--- src/rtl/vcfg_pkg.sv ---
package vcfg_pkg;

    typedef enum logic [0:0] {
        ST_IDLE = 1'b0,
        ST_RESP = 1'b1
    } vcfg_state_e;

    localparam int LMUL_LO = 0;
    localparam int LMUL_W  = 2;
    localparam int SEW_LO  = 2;
    localparam int SEW_W   = 3;
    localparam int EDIV_LO = 5;
    localparam int EDIV_W  = 2;
    localparam int RSV_LO  = 7;

    typedef struct packed {
        logic [SEW_W-1:0]  sew_code;
        logic [LMUL_W-1:0] lmul_code;
        logic [EDIV_W-1:0] ediv;
        logic              rsv_nz;
        logic              ill_in;
    } vtype_fields_t;

endpackage

--- src/rtl/vcfg_field_decode.sv ---
module vcfg_field_decode
    import vcfg_pkg::*;
#(
    parameter int XLEN = 32,
    parameter int ELEN = 32
) (
    input  logic [XLEN-1:0] vtype_word,
    output vtype_fields_t   fields,
    output logic            legal
);
    localparam int NUM_SEW = 1 << SEW_W;

    logic [NUM_SEW-1:0] sew_fits;

    generate
        for (genvar g = 0; g < NUM_SEW; g++) begin : g_sew_fit
            localparam int WIDTH_BITS = 8 << g;
            assign sew_fits[g] = (WIDTH_BITS <= ELEN) ? 1'b1 : 1'b0;
        end
    endgenerate

    always_comb begin
        fields.sew_code  = vtype_word[SEW_LO +: SEW_W];
        fields.lmul_code = vtype_word[LMUL_LO +: LMUL_W];
        fields.ediv      = vtype_word[EDIV_LO +: EDIV_W];
        fields.rsv_nz    = |vtype_word[XLEN-2:RSV_LO];
        fields.ill_in    = vtype_word[XLEN-1];
    end

    always_comb begin
        legal = sew_fits[fields.sew_code]
              & ~fields.ill_in
              & ~(|fields.ediv)
              & ~fields.rsv_nz;
    end

endmodule

--- src/rtl/vcfg_vlmax.sv ---
module vcfg_vlmax
    import vcfg_pkg::*;
#(
    parameter int VLEN = 128,
    parameter int VLW  = 8
) (
    input  logic [SEW_W-1:0]  sew_code,
    input  logic [LMUL_W-1:0] lmul_code,
    output logic [VLW-1:0]    vlmax
);
    localparam int PW = $clog2(VLEN) + 4;

    logic [PW-1:0] group_bits;
    logic [PW-1:0] elems;
    logic [3:0]    shift_amt;

    always_comb begin
        group_bits = PW'(VLEN) << lmul_code;
        shift_amt  = {1'b0, sew_code} + 4'd3;
        elems      = group_bits >> shift_amt;
        vlmax      = elems[VLW-1:0];
    end

endmodule

--- src/rtl/vcfg_clamp.sv ---
module vcfg_clamp #(
    parameter int XLEN = 32,
    parameter int VLW  = 8
) (
    input  logic [XLEN-1:0] avl,
    input  logic [VLW-1:0]  vlmax,
    output logic [VLW-1:0]  granted
);
    logic fits;

    always_comb begin
        fits    = (avl <= XLEN'(vlmax));
        granted = fits ? avl[VLW-1:0] : vlmax;
    end

endmodule

--- src/rtl/vcfg_unit.sv ---
module vcfg_unit
    import vcfg_pkg::*;
#(
    parameter int XLEN = 32,
    parameter int VLEN = 128,
    parameter int ELEN = 32
) (
    input  logic            clk,
    input  logic            rst_n,
    input  logic            req_valid,
    input  logic [XLEN-1:0] req_avl,
    input  logic [XLEN-1:0] req_vtype,
    output logic            rsp_done,
    output logic [XLEN-1:0] rsp_vl,
    output logic [XLEN-1:0] vtype_o,
    output logic [XLEN-1:0] vl_o,
    output logic [XLEN-1:0] vstart_o
);
    localparam int VLW = $clog2(VLEN) + 1;
    localparam logic [XLEN-1:0] ILL_ONLY = {1'b1, {(XLEN-1){1'b0}}};

    vtype_fields_t  fields;
    logic           legal;
    logic [VLW-1:0] vlmax;
    logic [VLW-1:0] granted;
    vcfg_state_e    state_q;
    vcfg_state_e    state_d;

    vcfg_field_decode #(.XLEN(XLEN), .ELEN(ELEN)) u_decode (
        .vtype_word (req_vtype),
        .fields     (fields),
        .legal      (legal)
    );

    vcfg_vlmax #(.VLEN(VLEN), .VLW(VLW)) u_vlmax (
        .sew_code  (fields.sew_code),
        .lmul_code (fields.lmul_code),
        .vlmax     (vlmax)
    );

    vcfg_clamp #(.XLEN(XLEN), .VLW(VLW)) u_clamp (
        .avl     (req_avl),
        .vlmax   (vlmax),
        .granted (granted)
    );

    always_comb begin
        state_d = state_q;
        unique case (state_q)
            ST_IDLE: state_d = req_valid ? ST_RESP : ST_IDLE;
            ST_RESP: state_d = req_valid ? ST_RESP : ST_IDLE;
            default: state_d = ST_IDLE;
        endcase
    end

    always_ff @(posedge clk or negedge rst_n) begin
        if (!rst_n) state_q <= ST_IDLE;
        else        state_q <= state_d;
    end

    always_ff @(posedge clk or negedge rst_n) begin
        if (!rst_n) begin
            vtype_o  <= ILL_ONLY;
            vl_o     <= '0;
            rsp_vl   <= '0;
            vstart_o <= '0;
        end else if (req_valid) begin
            vstart_o <= '0;
            if (legal) begin
                vtype_o <= req_vtype;
                vl_o    <= XLEN'(granted);
                rsp_vl  <= XLEN'(granted);
            end else begin
                vtype_o <= ILL_ONLY;
                vl_o    <= '0;
                rsp_vl  <= '0;
            end
        end
    end

    assign rsp_done = (state_q == ST_RESP);


    done_follows_req_chk: assert property (@(posedge clk) disable iff (!rst_n)
        req_valid |=> rsp_done);


    done_clears_chk: assert property (@(posedge clk) disable iff (!rst_n)
        !req_valid |=> !rsp_done);


    hold_when_idle_chk: assert property (@(posedge clk) disable iff (!rst_n)
        !req_valid |=> ($stable(vtype_o) && $stable(vl_o) && $stable(rsp_vl)));


    illegal_zero_chk: assert property (@(posedge clk) disable iff (!rst_n)
        (req_valid && !legal) |=> (vl_o == '0 && rsp_vl == '0 && vtype_o == ILL_ONLY));


    vl_bound_chk: assert property (@(posedge clk) disable iff (!rst_n)
        (req_valid && legal) |=> (vl_o <= $past(req_avl) && vl_o <= XLEN'(VLEN)));


    legal_type_chk: assert property (@(posedge clk) disable iff (!rst_n)
        (req_valid && legal) |=> (vtype_o == $past(req_vtype)));


    vstart_clear_chk: assert property (@(posedge clk) disable iff (!rst_n)
        req_valid |=> (vstart_o == '0));

endmodule

--- config.mk ---
export PLATFORM = sky130hd
export DESIGN_NAME = vcfg_unit
export DESIGN_NICKNAME = d
export VERILOG_FILES = /design/src/rtl/vcfg_pkg.sv /design/src/rtl/vcfg_field_decode.sv /design/src/rtl/vcfg_vlmax.sv /design/src/rtl/vcfg_clamp.sv /design/src/rtl/vcfg_unit.sv
export SDC_FILE = /design/constraint.sdc
export NUM_CORES = 1
export LEC_CHECK = 0
export ABC_AREA = 1
export ABC_CLOCK_PERIOD_IN_PS = 900
export BUFFER_PORTS_ARGS = -buffer_cell sky130_fd_sc_hd__buf_2
export CAP_MARGIN = 40
export CORE_MARGIN = 8
export CORE_UTILIZATION = 45
export DETAILED_ROUTE_END_ITERATION = 12
export PLACE_DENSITY = 0.83
export SETUP_SLACK_MARGIN = 0.15
export SLEW_MARGIN = 20
export SYNTH_ARGS = -nofsm -noshare
export SYNTH_HDL_FRONTEND = slang
export SYNTH_HIERARCHICAL = 1
export SYNTH_SLANG_ARGS = --single-unit
--- constraint.sdc ---
create_clock -name clk -period 0.9 [get_ports clk]
set_input_delay 0.09 -clock clk [delete_from_list [all_inputs] [get_ports clk]]
set_output_delay 0.09 -clock clk [all_outputs]
set_load 0.02 [all_outputs]
==> impl_metrics.py, run 1 <==
metrics = {
    "layout": {
        "drive_gt1_frac": 0.614,
        "final_util": 0.800,
        "nets": 719,
        "num_antenna_cells": 0,
        "synthToLayoutAreaGrowth_pct": 74.9,
        "fill_cells": 383,
    },
    "power": {
        "internal_power_w": 0.00306,
        "p_leak_nw": 3.03,
        "power_frac_clock": 0.276,
        "p_per_area_nw_per_um2": 815,
        "ir_drop_v": 0.000688,
        "p_comb_frac": 0.328,
        "p_switching_w": 0.00161,
        "switching_share": 0.345,
        "p_seq_frac": 0.396,
    },
    "clock_network": {
        "clock_latency_ns": 0.29,
        "htreeDepth": 2,
        "cts-root-buf": "clkbuf_8",
        "cts_buffer_depth": 2,
        "clk_pin_slew_ns": 0.08,
        "cts_sinks": 41,
        "cts_buffers": 5,
        "cts_tree": "done",
    },
    "setup_path": {
        "max_stage_delay_ns": 0.27,
        "cp.arrival_ns": 2.04,
        "cp-start-kind": "input pin",
        "crit_chain": "buf_12 > nor2_4 > nand2_1 > nand2_1 > nand3_1 > nand2_2 > inv_2 > ha_4 > nand2_4 > nor2_4 > nand2_2 > nor2_4 > inv_2 > nand2_4 > nand3_1 > nand2_1 > nand3_1 > nand2_1",
        "worstPathMaxFanout": 8,
        "endpoint_kind": "flop",
        "crit_buf_inv": 3,
        "required_ns": 1.12,
        "crit_type": "in -> reg",
        "slowest_stage": "ha_4",
        "crit_family": "simple AND/OR/NAND/NOR gates",
        "cpMostUsedCell": "nand2_1",
    },
    "sta": {
        "hold_viol": 0,
        "post-route-period-util": 2.02,
        "setup_ws_ns": -0.922,
        "min_period_ns": 1.82,
        "final_max_slew_viol_count": 0,
        "finClkSkew_ns": 0,
        "rsz0062_at_grt": "true",
        "finalSetupViolations": 89,
        "fin_setup_tns_ns": -13.64,
        "clock.fmax_ghz": 0.549,
    },
    "grt": {
        "grt_pass1_wl_mm": 16.9,
        "globalRouteOverflowTotal": 0,
        "grt_pass1_vias": 3626,
        "antenna_found_initial": 0,
        "grt_max_degree": 41,
        "grtUsageTotal": 0.203,
    },
    "die": {
        "initial_utilization": 0.457,
        "core_area_sq_um": 7180,
        "dieArea_sq_um": 10300,
        "rows": 31,
        "die_w_um": 101,
        "io_pins": 196,
        "die_y_um": 101,
    },
    "run_status": {
        "violations": "negative setup slack",
        "status": "complete, but fails checks",
    },
    "detailed_routing": {
        "drt_pass1_iterations": 5,
        "via_per_inst": 4.86,
        "drc": 0,
        "ant_nets": 0,
        "drt_iter0_markers": 195,
        "detail_route.wl_per_cell_um": 18.1,
        "vias": 3614,
        "wirelength_mm": 13.5,
    },
    "synthesis": {
        "syn_area_sq_um": 3280,
        "synth_warnings": 6,
        "syn_area_per_cell_sq_um": 7.42,
        "syn_inst": 442,
    },
    "placed_design": {
        "gp_congestion": 0.883,
        "place_ws_ns": -1.16,
        "port_buffers": 115,
        "hpwl_mm": 7.45,
    },
    "job": {
        "cap_violations": 0,
    },
    "worst_hold_path": {
        "hp-class": "in -> reg",
    },
}
## sequential cells by signal, indices dropped and copies added (netlist names)
register,flops
vtype_o,32
rsp_vl,8
rsp_done,1
## placed cells by master, fill, tap and decap left out, types with 7 or more instances in the layout
cell      n
buf_12    7
buf_2    44
buf_4    90
buf_6    73
conb_1   80
dfrtp_1  40
ha_4      8
inv_1    20
inv_2     8
nand2_1  86
nand2_2  45
nand3_1  11
nand3_2  49
nand3_4  12
nor2_2   14
nor2_4   17
## worst reg2reg max path, cell delays in order (launching register included)
cell and delay [ns]:
dfrtp_1 0.45, buf_4 0.17, nand2_2 0.07, nand2_1 0.12
## final cells by class
class                           instances  area (sq um)  area share
Multi-Input combinational cell        339          2290       0.399
Sequential cell                        41          1030       0.179
Tap cell                               99           124      0.0216
Clock buffer                            8          90.1      0.0157
Inverter                               33           144      0.0251
Timing Repair Buffer                  224          2060       0.360
## metal layers
layer | part of all wire | GRT usage
met1 | 0.34 | 0.215
met2 | 0.54 | 0.397
met3 | 0.073 | 0.0316
met4 | 0.045 | 0.0607
met5 | 0 | 0
## power by group through the flow
stage / clock [W] / combinational [W] / sequential, W
after global placement: 0 / 0.00107 / 0.00189
after CTS: 0.00124 / 0.00123 / 0.00185
after detailed placement: 0 / 0.00109 / 0.00189
final: 0.00129 / 0.00153 / 0.00185
after global routing: 0.00141 / 0.00163 / 0.00185
after floorplan: 0 / 0.000952 / 0.00189
## path summary, 6_finish.rpt
path / depth (start not counted) / slack [ns] / endpoint / startpoint
min: 3 / 0.05 / vtype_o[12]$_DFFE_PN0P_ / req_vtype[12]
max: 18 / -0.92 / rsp_vl[4]$_DFFE_PN0P_ / req_vtype[1]
max reg2reg: 3 / -0.05 / rsp_vl[4]$_DFFE_PN0P_ / rsp_vl[4]$_DFFE_PN0P_
max in group asynchronous: 3 / 0.27 / rsp_vl[6]$_DFFE_PN0P_ / rst_n
min in group asynchronous: 2 / 0.19 / vtype_o[25]$_DFFE_PN0P_ / rst_n
min reg2reg: 2 / 0.51 / vtype_o[16]$_DFFE_PN0P_ / vtype_o[16]$_DFFE_PN0P_
## timing repair
action	in CTS	in global routing
cloned	4	1
setup endpoints to repair	89	89
gates resized for setup	157	100
buffers inserted	32	18
endpoints found under the hold margin	41	0
pin swaps	49	56
hold buffers	1	0
## metrics by stage
stage | hold slack, ns | power (W) | cell area (sq um) | std cells
2_1_floorplan | -0.206 | 0.00285 | 3860 | 521
3_3_place_gp | -0.0475 | 0.00295 | 4120 | 680
3_5_place_dp | -0.0497 | 0.00298 | 4120 | 680
4_1_cts | 0.0492 | 0.00432 | 5120 | 725
5_1_grt | 0.0486 | 0.00489 | 5740 | 744
6_report | 0.0531 | 0.00467 | 5740 | 744
Note: power is estimated with default switching activity, not from simulation.
==> run 2, diff against run 1 <==
PLACE_DENSITY = unset   (was 0.83)
PLACE_DENSITY_LB_ADDON = 0.1   (was unset)
TNS_END_PERCENT = 10   (was unset)
==> run 2 against run 1 <==
Net effect: routed wire length decreased by 35%; highest routed layer unchanged; clock power is 36% higher; the flow still finishes with violations (negative setup slack); final cell count decreased by 6.7%; cell area fell by 21%; critical path depth unchanged; hold slack got worse by 0.030 ns; non-clock buffer count shrank 50.
==> impl_metrics.py, run 2 (synthesis results as in run 1) <==
metrics = {
    "clock_network": {
        "clock_latency_ns": 0.29,
        "htreeDepth": 2,
        "cts-root-buf": "clkbuf_8",
        "cts_buffers": 5,
        "cts_buffer_depth": 2,
        "cts_tree": "done",
        "cts_sinks": 41,
        "clk_pin_slew_ns": 0.09,
    },
    "setup_path": {
        "worstPathMaxFanout": 8,
        "endpoint_kind": "flop",
        "crit_family": "simple AND/OR/NAND/NOR gates",
        "required_ns": 1.08,
        "max_stage_delay_ns": 0.27,
        "cp-start-kind": "input pin",
        "crit_buf_inv": 4,
        "cp_num_cells": 18,
        "cp-startpoint": "req_vtype[2]",
        "slowest_stage": "ha_4",
        "cp.arrival_ns": 1.77,
        "crit_type": "in -> reg",
        "reg2reg_depth": 2,
        "crit_chain": "buf_12 > clkinv_8 > nand3_2 > nand2_2 > nand2_1 > nor2_2 > inv_2 > ha_4 > nand2_4 > nor2_4 > buf_4 > nand2_4 > nand2_4 > nand2_8 > nand3_1 > nand2_1 > nand3_1 > nand2_1",
        "timing.rr.start": "vtype_o[31]$_DFFE_PN1P_",
    },
    "layout": {
        "nets": 669,
        "postLayoutCellArea_sq_um": 4540,
        "num_antenna_cells": 0,
        "drive_gt1_frac": 0.482,
        "largest_register_ffs": 32,
        "fill_cells": 661,
        "layout_common_cells": "99 x buf_2, 98 x nand2_1, 80 x conb_1",
        "synthToLayoutAreaGrowth_pct": 38.4,
        "top_register": "vtype_o",
        "mostFrequentLayoutCell": "buf_2",
    },
    "detailed_routing": {
        "wirelength_mm": 8.83,
        "vias": 3001,
        "drt_iter0_markers": 89,
        "drt_pass1_iterations": 4,
        "ant_nets": 0,
        "detail_route.wl_per_cell_um": 12.7,
        "via_per_inst": 4.32,
        "drc": 0,
    },
    "sta": {
        "min_period_ns": 1.59,
        "finClkSkew_ns": 0,
        "post-route-period-util": 1.76,
        "finalSetupViolations": 85,
        "setup_ws_ns": -0.687,
        "holdWs_ns": 0.0231,
        "rsz0062_at_grt": "true",
        "hold_viol": 0,
        "clock.fmax_ghz": 0.630,
        "final_max_slew_viol_count": 0,
    },
    "power": {
        "switching_share": 0.298,
        "power_frac_clock": 0.362,
        "p_seq_frac": 0.380,
        "p_comb_frac": 0.258,
        "p_leak_nw": 2.67,
        "ir_drop_v": 0.000568,
        "p_per_area_nw_per_um2": 1070,
        "internal_power_w": 0.00342,
        "p_switching_w": 0.00145,
    },
    "grt": {
        "use_met2": 0.285,
        "grt_max_degree": 42,
        "grt_pass1_vias": 3026,
        "antenna_found_initial": 0,
        "globalRouteOverflowTotal": 0,
        "grt_pass1_wl_mm": 13.6,
        "grt.busiest_layer": "met2",
        "use_met3": 0.0323,
        "grtUsageTotal": 0.162,
        "grt_util_met1": 0.198,
    },
    "placed_design": {
        "port_buffers": 115,
        "placed_area_sq_um": 3880,
        "hpwl_mm": 6.85,
        "place_ws_ns": -1.21,
        "gp_congestion": 0.835,
    },
    "die": {
        "io_pins": 196,
        "die_w_um": 101,
        "dieArea_sq_um": 10300,
        "core_area_sq_um": 7180,
        "rows": 31,
        "initial_utilization": 0.457,
        "die_y_um": 101,
    },
    "worst_hold_path": {
        "hp-start": "req_vtype[11]",
        "holdPathStages": 3,
        "hp-class": "in -> reg",
    },
    "run_status": {
        "violations": "negative setup slack",
        "status": "complete, but fails checks",
    },
    "job": {
        "cap_violations": 0,
    },
}
[run 2: cell count changes in the layout (fill, tap and decap cells not counted), moves of 9 or more]
cell / change
buf_2: +55
buf_4: -36
buf_6: -59
nand2_1: +12
nand2_2: -14
nand3_1: +36
nand3_2: -27
nand3_4: -9
nor2_1: +14
[run 2: worst min-delay path, cell delays in order]
cell and delay (ns):
buf_2 0.09, nand3_1 0.07, nand2_1 0.05
[run 2: path summary, 6_finish.rpt]
path	endpoint	slack (ns)
max	rsp_vl[7]$_DFFE_PN0P_	-0.69
min	vtype_o[11]$_DFFE_PN0P_	0.02
max reg2reg	vtype_o[31]$_DFFE_PN1P_	0.18
min reg2reg	vtype_o[27]$_DFFE_PN0P_	0.48
max in group asynchronous	vtype_o[31]$_DFFE_PN1P_	0.33
min in group asynchronous	vtype_o[24]$_DFFE_PN0P_	0.31
[run 2: final cells by class]
cell class / count / area (sq um) / area share
Inverter: 33 / 146 / 0.0322
Timing Repair Buffer: 174 / 1170 / 0.258
Sequential cell: 41 / 1030 / 0.226
Clock buffer: 5 / 68.8 / 0.0152
Clock inverter: 3 / 65.1 / 0.0143
Multi-Input combinational cell: 339 / 1940 / 0.427
Tap cell: 99 / 124 / 0.0273
[run 2: power by group through the flow]
| stage | registers (W) | clock network (W) | logic [W] |
|---|---|---|---|
| 2_1_floorplan | 0.00189 | 0 | 0.000936 |
| 3_3_place_gp | 0.00189 | 0 | 0.00103 |
| 3_5_place_dp | 0.00189 | 0 | 0.00104 |
| 4_1_cts | 0.00185 | 0.00181 | 0.00114 |
| 5_1_grt | 0.00185 | 0.00190 | 0.00138 |
| 6_report | 0.00185 | 0.00176 | 0.00126 |
[run 2: routing by layer]
layer	vias to the layer above	part of all wire	wire length [um]
li1	1515	-	-
met1	1371	0.40	3530
met2	111	0.52	4560
met3	4	0.076	675
met4	0	0.0069	61
met5	-	0	0
[run 2: per-stage QoR]
| stage | instances | power [W] | utilization | TNS (ns) |
|---|---|---|---|---|
| final | 694 | 0.00487 | 0.633 | -8.65 |
| after CTS | 690 | 0.00479 | 0.591 | -9.56 |
| after global routing | 694 | 0.00513 | 0.633 | -13.84 |
| after floorplan | 521 | 0.00283 | - | -6.59 |
| after global placement | 673 | 0.00292 | 0.541 | -19.53 |
| after detailed placement | 673 | 0.00293 | 0.541 | -20.20 |
[run 2: repair_timing]
action | in CTS | in global routing
setup endpoints to repair | 88 | 89
hold buffers | 1 | 0
hold endpoints to repair | 41 | 0
cloned | 0 | 0
buffers inserted | 8 | 4
pin swaps | 22 | 30
gates resized for setup | 38 | 70
==> run 3, diff against run 2 <==
MAX_ROUTING_LAYER = met4   (was unset)
==> run 3 against run 2 <==
Net effect: die area stayed put; routed wire length shrank 0.14%; clock-buffer cell count is the same; sequential power barely moved; critical endpoint unchanged; register-to-register slack hardly changed; the run still ends with negative setup slack left.
==> impl_metrics.py, run 3 (synthesis results as in run 1) <==
metrics = {
    "run_status": {
        "status": "complete, but fails checks",
        "violations": "negative setup slack",
    },
    "sta": {
        "setup_ws_ns": -0.685,
        "post-route-period-util": 1.76,
        "rsz0062_at_grt": "true",
        "clock.fmax_ghz": 0.631,
        "final_max_slew_viol_count": 0,
        "finClkSkew_ns": 0,
        "hold_viol": 0,
        "fin_setup_tns_ns": -8.71,
        "min_period_ns": 1.58,
        "finalSetupViolations": 85,
    },
    "setup_path": {
        "reg2reg_depth": 2,
        "crit_chain": "buf_12 > clkinv_8 > nand3_2 > nand2_2 > nand2_1 > nor2_2 > inv_2 > ha_4 > nand2_4 > nor2_4 > buf_4 > nand2_4 > nand2_4 > nand2_8 > nand3_1 > nand2_1 > nand3_1 > nand2_1",
        "cp.arrival_ns": 1.77,
        "required_ns": 1.09,
        "worstPathMaxFanout": 8,
        "max_stage_delay_ns": 0.27,
        "crit_buf_inv": 4,
        "timing.rr.end": "vtype_o[31]$_DFFE_PN1P_",
        "crit_type": "in -> reg",
        "timing.rr.start": "vtype_o[31]$_DFFE_PN1P_",
        "cp-start-kind": "input pin",
        "slowest_stage": "ha_4",
        "endpoint_kind": "flop",
        "r2r_slack_ns": 0.18,
        "crit_family": "simple AND/OR/NAND/NOR gates",
    },
    "grt": {
        "grt_max_degree": 42,
        "antenna_found_initial": 0,
        "grtUsageTotal": 0.167,
        "globalRouteOverflowTotal": 0,
        "grt_pass1_vias": 3028,
        "grt_pass1_wl_mm": 13.6,
    },
    "detailed_routing": {
        "vias": 2999,
        "via_per_inst": 4.32,
        "drc": 0,
        "drt_iter0_markers": 92,
        "wirelength_mm": 8.82,
        "detail_route.wl_per_cell_um": 12.7,
        "ant_nets": 0,
        "drt_pass1_iterations": 4,
    },
    "layout": {
        "drive_gt1_frac": 0.482,
        "synthToLayoutAreaGrowth_pct": 38.2,
        "stdcell_count": 694,
        "nets": 669,
        "top_register": "vtype_o",
        "layout_common_cells": "100 x buf_2, 98 x nand2_1, 80 x conb_1",
        "num_antenna_cells": 0,
        "mostFrequentLayoutCell": "buf_2",
        "fill_cells": 660,
        "largest_register_ffs": 32,
    },
    "die": {
        "initial_utilization": 0.457,
        "rows": 31,
        "die_w_um": 101,
        "dieArea_sq_um": 10300,
        "core_area_sq_um": 7180,
        "io_pins": 196,
        "die_y_um": 101,
    },
    "placed_design": {
        "placed_cells": 673,
        "gp_congestion": 0.847,
        "port_buffers": 115,
        "hpwl_mm": 6.85,
        "place_ws_ns": -1.21,
    },
    "power": {
        "p_comb_frac": 0.258,
        "p_switching_w": 0.00145,
        "p_seq_frac": 0.380,
        "internal_power_w": 0.00341,
        "power_frac_clock": 0.362,
        "ir_drop_v": 0.000571,
        "p_leak_nw": 2.67,
        "p_per_area_nw_per_um2": 1070,
        "switching_share": 0.298,
    },
    "clock_network": {
        "clock_latency_ns": 0.29,
        "cts_buffers": 5,
        "cts_tree": "done",
        "htreeDepth": 2,
        "cts-root-buf": "clkbuf_8",
        "clk_pin_slew_ns": 0.09,
        "cts_buffer_depth": 2,
        "cts_sinks": 41,
    },
    "worst_hold_path": {
        "hp-class": "in -> reg",
        "hold_end": "vtype_o[12]$_DFFE_PN0P_",
        "holdPathStages": 3,
        "hp-start": "req_vtype[12]",
    },
    "job": {
        "cap_violations": 0,
    },
}
-- run 3: power groups by stage --
| stage | sequential (W) | combinational (W) | clock (W) |
|---|---|---|---|
| floorplan | 0.00189 | 0.000936 | 0 |
| global placement | 0.00189 | 0.00103 | 0 |
| detailed placement | 0.00189 | 0.00104 | 0 |
| CTS | 0.00185 | 0.00114 | 0.00181 |
| global route | 0.00185 | 0.00138 | 0.00190 |
| finish | 0.00185 | 0.00125 | 0.00176 |
-- run 3: worst max path at each step --
stage                 startpoint               endpoint  cells after the start
floorplan           req_vtype[1]  rsp_vl[0]$_DFFE_PN0P_                     17
global placement    req_vtype[1]  rsp_vl[5]$_DFFE_PN0P_                     18
detailed placement  req_vtype[1]  rsp_vl[5]$_DFFE_PN0P_                     18
CTS                 req_vtype[0]  rsp_vl[5]$_DFFE_PN0P_                     18
global route        req_vtype[1]  rsp_vl[7]$_DFFE_PN0P_                     18
finish              req_vtype[2]  rsp_vl[7]$_DFFE_PN0P_                     18
-- run 3: cell type report --
type / count / area [sq um] / area share
clock inverter: 3 / 65.1 / 0.0144
timing repair buffer: 174 / 1160 / 0.257
sequential: 41 / 1030 / 0.227
tap: 99 / 124 / 0.0273
inverter: 33 / 146 / 0.0323
clock buffer: 5 / 68.8 / 0.0152
multi-input combinational: 339 / 1940 / 0.427
-- run 3: per-layer routing --
layer / vias to the layer above / wire length (um) / track usage / part of all wire
li1: 1513 / - / - / -
met1: 1369 / 3570 / 0.202 / 0.41
met2: 110 / 4540 / 0.285 / 0.52
met3: 7 / 622 / 0.0268 / 0.071
met4: 0 / 80 / 0.0378 / 0.0091
met5: - / 0 / - / 0
-- run 3: worst reg2reg max path: stages (launching register included) --
cell	delay, ns
dfstp_2	0.55
nand2_2	0.05
nand2_1	0.07
-- run 3: repair_timing --
action                                  in CTS  in global routing
endpoints found under the setup margin      88                 89
endpoints found under the hold margin       41                  0
pin swaps                                   22                 30
setup buffers                                8                  4
hold buffers                                 1                  0
gates resized for setup                     38                 68
-- run 3: stage by stage --
step | cell area (sq um) | hold slack [ns] | power, W | util
3_5_place_dp | 3880 | 0.0750 | 0.00293 | 0.541
6_report | 4530 | 0.0232 | 0.00487 | 0.632
2_1_floorplan | 3670 | -0.206 | 0.00283 | -
4_1_cts | 4240 | 0.0125 | 0.00479 | 0.591
3_3_place_gp | 3880 | 0.0810 | 0.00292 | 0.541
5_1_grt | 4530 | 0.00950 | 0.00513 | 0.632
